**config.mk**
```make
export PLATFORM = sky130hd
export DESIGN_NAME = drv_serial_port
export DESIGN_NICKNAME = d
export VERILOG_FILES = /design/src/rtl/drv_serial_pkg.sv /design/src/rtl/dsp_sync.sv /design/src/rtl/dsp_edges.sv /design/src/rtl/dsp_shift.sv /design/src/rtl/dsp_frame.sv /design/src/rtl/drv_serial_port.sv
export SDC_FILE = /design/constraint.sdc
export NUM_CORES = 1
export LEC_CHECK = 0
export CAP_MARGIN = 40
export CELL_PAD_IN_SITES_DETAIL_PLACEMENT = 0
export CELL_PAD_IN_SITES_GLOBAL_PLACEMENT = 1
export CORE_MARGIN = 1
export CORE_UTILIZATION = 50
export CTS_CLUSTER_DIAMETER = 60
export DETAILED_ROUTE_END_ITERATION = 7
export DONT_BUFFER_PORTS = 1
export HOLD_SLACK_MARGIN = 0.12
export PLACE_DENSITY_LB_ADDON = 0.3
export REMOVE_ABC_BUFFERS = 1
export SETUP_SLACK_MARGIN = 0.3
export SLEW_MARGIN = 20
export SYNTH_ARGS = -nofsm -noshare
export SYNTH_HDL_FRONTEND = slang
export SYNTH_SLANG_ARGS = --single-unit
```
**constraint.sdc**
```tcl
create_clock -name clk -period 1.73 [get_ports clk]
set_input_delay 0.0865 -clock clk [delete_from_list [all_inputs] [get_ports clk]]
set_output_delay 0.0865 -clock clk [all_outputs]
set_load 0.005 [all_outputs]
```
**src/rtl/drv_serial_pkg.sv**
```systemverilog
package drv_serial_pkg;

  localparam int unsigned CH_COUNT_DEF = 8;
  localparam int unsigned SYNC_DEPTH_DEF = 2;

  typedef struct packed {
    logic sel_act;
    logic sel_fall;
    logic sel_rise;
    logic sclk_rise;
  } dsp_evt_t;

endpackage

```
**src/rtl/dsp_sync.sv**
```systemverilog
module dsp_sync #(
  parameter int unsigned STAGES = 2,
  parameter int unsigned BITS = 3,
  parameter logic [BITS-1:0] RST_VAL = '0
) (
  input  logic            clk,
  input  logic            rst_n,
  input  logic [BITS-1:0] d_i,
  output logic [BITS-1:0] q_o
);

  logic [STAGES-1:0][BITS-1:0] pipe_q;
  logic [STAGES-1:0][BITS-1:0] pipe_d;

  always_comb begin
    pipe_d[0] = d_i;
  end

  generate
    for (genvar s = 1; s < STAGES; s++) begin : g_stage
      always_comb begin
        pipe_d[s] = pipe_q[s-1];
      end
    end
  endgenerate

  always_ff @(posedge clk or negedge rst_n) begin
    if (!rst_n) begin
      for (int s = 0; s < STAGES; s++) pipe_q[s] <= RST_VAL;
    end else begin
      pipe_q <= pipe_d;
    end
  end

  assign q_o = pipe_q[STAGES-1];

endmodule

```
**src/rtl/dsp_edges.sv**
```systemverilog
module dsp_edges
  import drv_serial_pkg::*;
(
  input  logic     clk,
  input  logic     rst_n,
  input  logic     sel_s_i,
  input  logic     sclk_s_i,
  output dsp_evt_t evt_o
);

  logic sel_prev_q, sclk_prev_q;

  always_ff @(posedge clk or negedge rst_n) begin
    if (!rst_n) begin
      sel_prev_q  <= 1'b1;
      sclk_prev_q <= 1'b1;
    end else begin
      sel_prev_q  <= sel_s_i;
      sclk_prev_q <= sclk_s_i;
    end
  end

  always_comb begin
    evt_o.sel_act   = ~sel_s_i;
    evt_o.sel_fall  = sel_prev_q & ~sel_s_i;
    evt_o.sel_rise  = ~sel_prev_q & sel_s_i;
    evt_o.sclk_rise = ~sclk_prev_q & sclk_s_i & ~sel_s_i;
  end

endmodule

```
**src/rtl/dsp_shift.sv**
```systemverilog
module dsp_shift #(
  parameter int unsigned W = 8
) (
  input  logic         clk,
  input  logic         rst_n,
  input  logic         load_i,
  input  logic         step_i,
  input  logic         sdi_s_i,
  input  logic [W-1:0] diag_i,
  output logic         sdo_o,
  output logic [W-1:0] rx_o
);

  logic [W-1:0] tx_q, tx_d, rx_q, rx_d;
  logic         tx_en, rx_en;

  always_comb begin
    tx_en = load_i | step_i;
    tx_d  = tx_q;
    if (load_i)      tx_d = diag_i;
    else if (step_i) tx_d = {tx_q[0], tx_q[W-1:1]};
    rx_en = step_i;
    rx_d  = {sdi_s_i, rx_q[W-1:1]};
  end

  always_ff @(posedge clk or negedge rst_n) begin
    if (!rst_n) begin
      tx_q <= '0;
      rx_q <= '0;
    end else begin
      if (tx_en) tx_q <= tx_d;
      if (rx_en) rx_q <= rx_d;
    end
  end

  assign sdo_o = tx_q[0];
  assign rx_o  = rx_q;

endmodule

```
**src/rtl/dsp_frame.sv**
```systemverilog
module dsp_frame #(
  parameter int unsigned W = 8
) (
  input  logic         clk,
  input  logic         rst_n,
  input  logic         start_i,
  input  logic         end_i,
  input  logic         tick_i,
  input  logic [W-1:0] rx_i,
  output logic [W-1:0] cmd_o,
  output logic         ok_o
);

  localparam int unsigned CW = (W > 1) ? $clog2(W) : 1;
  localparam logic [CW-1:0] LAST = CW'(W - 1);

  logic [CW-1:0] cnt_q, cnt_d;
  logic          seen_q, seen_d;
  logic [W-1:0]  cmd_q;
  logic          ok_q, commit;

  always_comb begin
    cnt_d  = cnt_q;
    seen_d = seen_q;
    if (start_i) begin
      cnt_d  = '0;
      seen_d = 1'b0;
    end else if (tick_i) begin
      cnt_d  = (cnt_q == LAST) ? '0 : cnt_q + 1'b1;
      seen_d = 1'b1;
    end
    commit = end_i & seen_q & (cnt_q == '0);
  end

  always_ff @(posedge clk or negedge rst_n) begin
    if (!rst_n) begin
      cnt_q  <= '0;
      seen_q <= 1'b0;
      cmd_q  <= '0;
      ok_q   <= 1'b0;
    end else begin
      if (start_i | tick_i) begin
        cnt_q  <= cnt_d;
        seen_q <= seen_d;
      end
      if (commit) cmd_q <= rx_i;
      ok_q <= commit;
    end
  end

  assign cmd_o = cmd_q;
  assign ok_o  = ok_q;

  // the pulse never lasts two cycles
  p_ok_single_r9: assert property (@(posedge clk) disable iff (!rst_n)
    ok_q |=> !ok_q);

endmodule

```
**src/rtl/drv_serial_port.sv**
```systemverilog
module drv_serial_port
  import drv_serial_pkg::*;
#(
  parameter int unsigned CH_COUNT   = CH_COUNT_DEF,
  parameter int unsigned SYNC_DEPTH = SYNC_DEPTH_DEF
) (
  input  logic                clk,
  input  logic                rst_n,
  input  logic                sel_n_i,
  input  logic                sclk_i,
  input  logic                sdi_i,
  input  logic [CH_COUNT-1:0] diag_i,
  output logic                sdo_o,
  output logic                sdo_oe_o,
  output logic [CH_COUNT-1:0] cmd_o,
  output logic                frame_ok_o
);

  logic [2:0]          raw_in, syn_out;
  dsp_evt_t            evt;
  logic [CH_COUNT-1:0] rx_word;

  assign raw_in = {sdi_i, sclk_i, sel_n_i};

  dsp_sync #(
    .STAGES (SYNC_DEPTH),
    .BITS   (3),
    .RST_VAL(3'b011)
  ) u_sync (
    .clk  (clk),
    .rst_n(rst_n),
    .d_i  (raw_in),
    .q_o  (syn_out)
  );

  dsp_edges u_edges (
    .clk     (clk),
    .rst_n   (rst_n),
    .sel_s_i (syn_out[0]),
    .sclk_s_i(syn_out[1]),
    .evt_o   (evt)
  );

  dsp_shift #(.W(CH_COUNT)) u_shift (
    .clk    (clk),
    .rst_n  (rst_n),
    .load_i (evt.sel_fall),
    .step_i (evt.sclk_rise),
    .sdi_s_i(syn_out[2]),
    .diag_i (diag_i),
    .sdo_o  (sdo_o),
    .rx_o   (rx_word)
  );

  dsp_frame #(.W(CH_COUNT)) u_frame (
    .clk    (clk),
    .rst_n  (rst_n),
    .start_i(evt.sel_fall),
    .end_i  (evt.sel_rise),
    .tick_i (evt.sclk_rise),
    .rx_i   (rx_word),
    .cmd_o  (cmd_o),
    .ok_o   (frame_ok_o)
  );

  assign sdo_oe_o = evt.sel_act;

  // commands move only together with a valid-frame pulse
  p_cmd_only_on_ok_r8: assert property (@(posedge clk) disable iff (!rst_n)
    !$stable(cmd_o) |-> frame_ok_o);

  // a pulse is always preceded by a detected select rise
  p_ok_after_rise_r9: assert property (@(posedge clk) disable iff (!rst_n)
    frame_ok_o |-> $past(evt.sel_rise));

  // the serial output holds unless a clock rise or select fall occurred
  p_sdo_hold_r4: assert property (@(posedge clk) disable iff (!rst_n)
    (!evt.sclk_rise && !evt.sel_fall) |=> $stable(sdo_o));

  // received bits stay put while deselected
  p_rx_hold_r10: assert property (@(posedge clk) disable iff (!rst_n)
    !evt.sel_act |=> $stable(rx_word));

endmodule

```
==> results by group <==
Pwr
  – Flop pwr share: 61.4%
  – Combinational group share of total power: approximately 17%
  – Pwr per Cell Area: roughly 1100 nW/um2
  – Power share of the clock group: 21.4%
  – Sw power: 0.000563 W
  – Switching share of power: around 28%
  – Leak: 0.813 nW
  – Worst VDD drop: 1130 uV
  – P_int: 0.00145 W

Logic synthesis
  – Yosys cell types: 21
  – #FFs+latches synth: 37
  – Post-synth EDFFs: 0
  – Async S/R FF share, synth: 100%
  – Mapped Area: 1490 um2
  – Synth warn: 0
  – Primary FF master, synth: dfrtp_1
  – Post-synthesis instance total: 104
  – Syn Area/Cell: roughly 14 um2
  – Sequential fraction of the synthesis area: 62.7%

Timing
  – Sum Neg Setup Slack: 0 ns
  – RSZ-0062 raised after global routing: yes
  – Final Skew: between 0.015 and 0.02 ns
  – Fin crit share: about 83%
  – Worst-Margin Slew: 0.279 ns
  – Slew Limit Fails: 0
  – Final hold slack: 0.192 ns
  – Final setup fails: 0
  – Endpoints failing hold: 0
  – Max transition margin: about four fifths
  – Min Tclk post-route: 1.43 ns
  – Max Freq: 699 MHz
  – Fin worst setup slack: 0.300 ns

Final layout
  – Most common cell after layout, fill and taps aside: dfrtp_1
  – Most frequent cells in the layout: 31 x dfrtp_1, 13 x mux2_2, 12 x dlygate4sd3_1, 10 x mux2i_1, 9 x o21ai_1
  – Utilization after layout: 63.8%
  – Layout Area Growth over Synthesis: 19.2%
  – Net count, final: 143
  – ANT cells: 0
  – Layout cells sized above 1: between 30% and 40%

Drt
  – Wirelength, routed: 2660 um
  – TritonRoute pass-1 iters: 4
  – Routed via count: 903
  – Residual DRC: 0
  – Routed wire per std cell: 16.7 um
  – 1st-iter DRT viols: 35
  – Post-route ant nets: 0
  – DR vias/cell: 5.68

Setup path
  – CP Cell Sequence: and4bb_2, nand2_4, mux2_2
  – R2R depth: 3
  – Crit-path max FO: 6
  – Reg2reg end: u_frame.cmd_o[3]$_DFFE_PN0P_
  – CP Launch Type: flop
  – Worst setup EP type: flop
  – Arr. time, crit path: 1.66 ns
  – Worst path max stage delay: 0.59 ns
  – Worst reg2reg setup slack: approximately 0.3 ns
  – Req. time, crit path: 1.96 ns
  – Crit Reg-Reg Startpoint: u_edges.sel_prev_q$_DFF_PN1_
  – CP max-delay cell: dfstp_2
  – Critical path type: flop to flop

GRT
  – Initial antenna violation count: 0
  – Largest net degree at the start of global routing: 38
  – Total GRT Usage: 18.8%
  – First-pass GRT wire length: roughly 4400 um
  – Total grt overflow: 0
  – Vias in the first global route: 930

Min path
  – Hold WC Path Type: primary input to asynchronous set/reset pin

Die
  – Core area: 2780 um2
  – Die Area: 3200 um2
  – Rows: 19
  – Die H: roughly 57 um
  – I/O Pins: 24
  – Initial core utilization: 53.5%
  – Die Span X: 56.6 um

Placement
  – Placer Congestion: 0.667
  – Post-DP HPWL: 1560 um
  – Setup WS pre-CTS: around 0.11 ns
  – Port Buffers: 0

Clock tree
  – H-tree Lvls: 2
  – Worst-Skew Late Latency: approximately 0.35 ns
  – Clk sinks: 37
  – CTS Buf Count: 5
  – Clk slew on worst S/H paths: roughly 0.12 ns
  – Clk buf depth: 2
  – Root Buffer: clkbuf_4
  – CTS tree: done

Flow run
  – Maxcap violations: 0

Status
  – Status: complete, no violations
-- cell type report --
cell class	count	area, um2
Clock buffer	6	41.3
Sequential cell	37	933
Multi-Input combinational cell	59	539
Tap cell	31	38.8
Inverter	4	15.0
Clock inverter	2	10.0
Fill cell	211	1010
Timing Repair Buffer	20	196
-- critical path, delay by kind of cell (launching register included) --
family / cells / cell delay (ns)
muxes: 1 / 0.33
DFF: 1 / 0.59
and+or+nand+nor: 2 / 0.40
-- cells by family after synthesis --
kind of cell / Yosys count / synth area share, %
flops: 37 / 62.7
fa+ha+maj: 3 / 2.52
mux: 26 / 18.8
simple gates: 11 / 5.13
compound gates: 18 / 7.39
buf+inv: 9 / 3.44
-- power by group through the flow --
stage | Sequential, W | Combinational [W] | Clock (W)
2_1_floorplan | 0.00120 | 0.000229 | 0
3_3_place_gp | 0.00124 | 0.000257 | 0
3_5_place_dp | 0.00125 | 0.000271 | 0
4_1_cts | 0.00124 | 0.000337 | 0.000454
5_1_grt | 0.00127 | 0.000385 | 0.000478
6_report | 0.00124 | 0.000347 | 0.000431
-- worst max path at each step --
stage,startpoint,to,slack (ns),cells after the start
3_3_place_gp,u_edges.sel_prev_q$_DFF_PN1_,u_shift.tx_q[3]$_DFFE_PN0P_,0.18,3
3_5_place_dp,u_edges.sel_prev_q$_DFF_PN1_,u_shift.tx_q[4]$_DFFE_PN0P_,0.11,3
4_1_cts,u_frame.cnt_q[1]$_DFFE_PN0P_,u_frame.cmd_o[1]$_DFFE_PN0P_,0.29,5
5_1_grt,u_frame.cnt_q[0]$_DFFE_PN0P_,u_frame.cmd_o[4]$_DFFE_PN0P_,0.25,5
2_1_floorplan,u_sync.q_o[1]$_DFF_PN1_,u_shift.rx_o[0]$_DFFE_PN0P_,-0.01,2
6_report,u_edges.sel_prev_q$_DFF_PN1_,u_frame.cmd_o[3]$_DFFE_PN0P_,0.30,3
-- routing by layer --
metal | wire length (um) | track usage, % | share of wire (%)
met1 | 1270 | 26.4 | 48
met2 | 1240 | 26.2 | 47
met3 | 118 | 6.68 | 4.4
met4 | 34 | 8.36 | 1.3
met5 | 0 | 0 | 0
-- repair_timing --
| item | CTS | global route |
|---|---|---|
| buffers inserted | 2 | 1 |
| endpoints found under the setup margin | 19 | 27 |
| gates resized for setup | 3 | 5 |
| gates cloned | 1 | 0 |
| hold endpoints to repair | 48 | 0 |
| hold buffers | 13 | 0 |
-- stage by stage --
stage	instances	instance area, um2	total power, W
final	159	1770	0.00202
after global routing	159	1770	0.00213
after CTS	158	1750	0.00203
after detailed placement	134	1520	0.00153
after global placement	134	1520	0.00150
after floorplan	99	1450	0.00143
-- state kept, by name, summed over array words and instances (netlist names) --
| name | flops |
|---|---|
| u_edges.sel_prev_q | 1 |
| u_frame.seen_q | 1 |
| u_frame.cnt_q | 3 |
| u_frame.ok_o | 1 |
| u_edges.sclk_prev_q | 1 |
| u_shift.tx_q | 8 |
| u_sync.pipe_d | 3 |
| u_shift.rx_o | 8 |
| u_frame.cmd_o | 8 |
| u_sync.q_o | 3 |
-- synth_stat cells, drive strengths merged, types with 2 or more instances --
library cell | instances | area, um2
o21ai | 9 | 45.0
nand2 | 2 | 10.0
inv | 4 | 15.0
mux2i | 10 | 100
nor2 | 4 | 15.0
mux2 | 16 | 180
ha | 3 | 37.5
buf | 3 | 27.5
dfrtp | 31 | 776
clkbuf | 2 | 8.75
a22oi | 8 | 60.1
dfstp | 6 | 158
(Power assumes the default switching activity.)
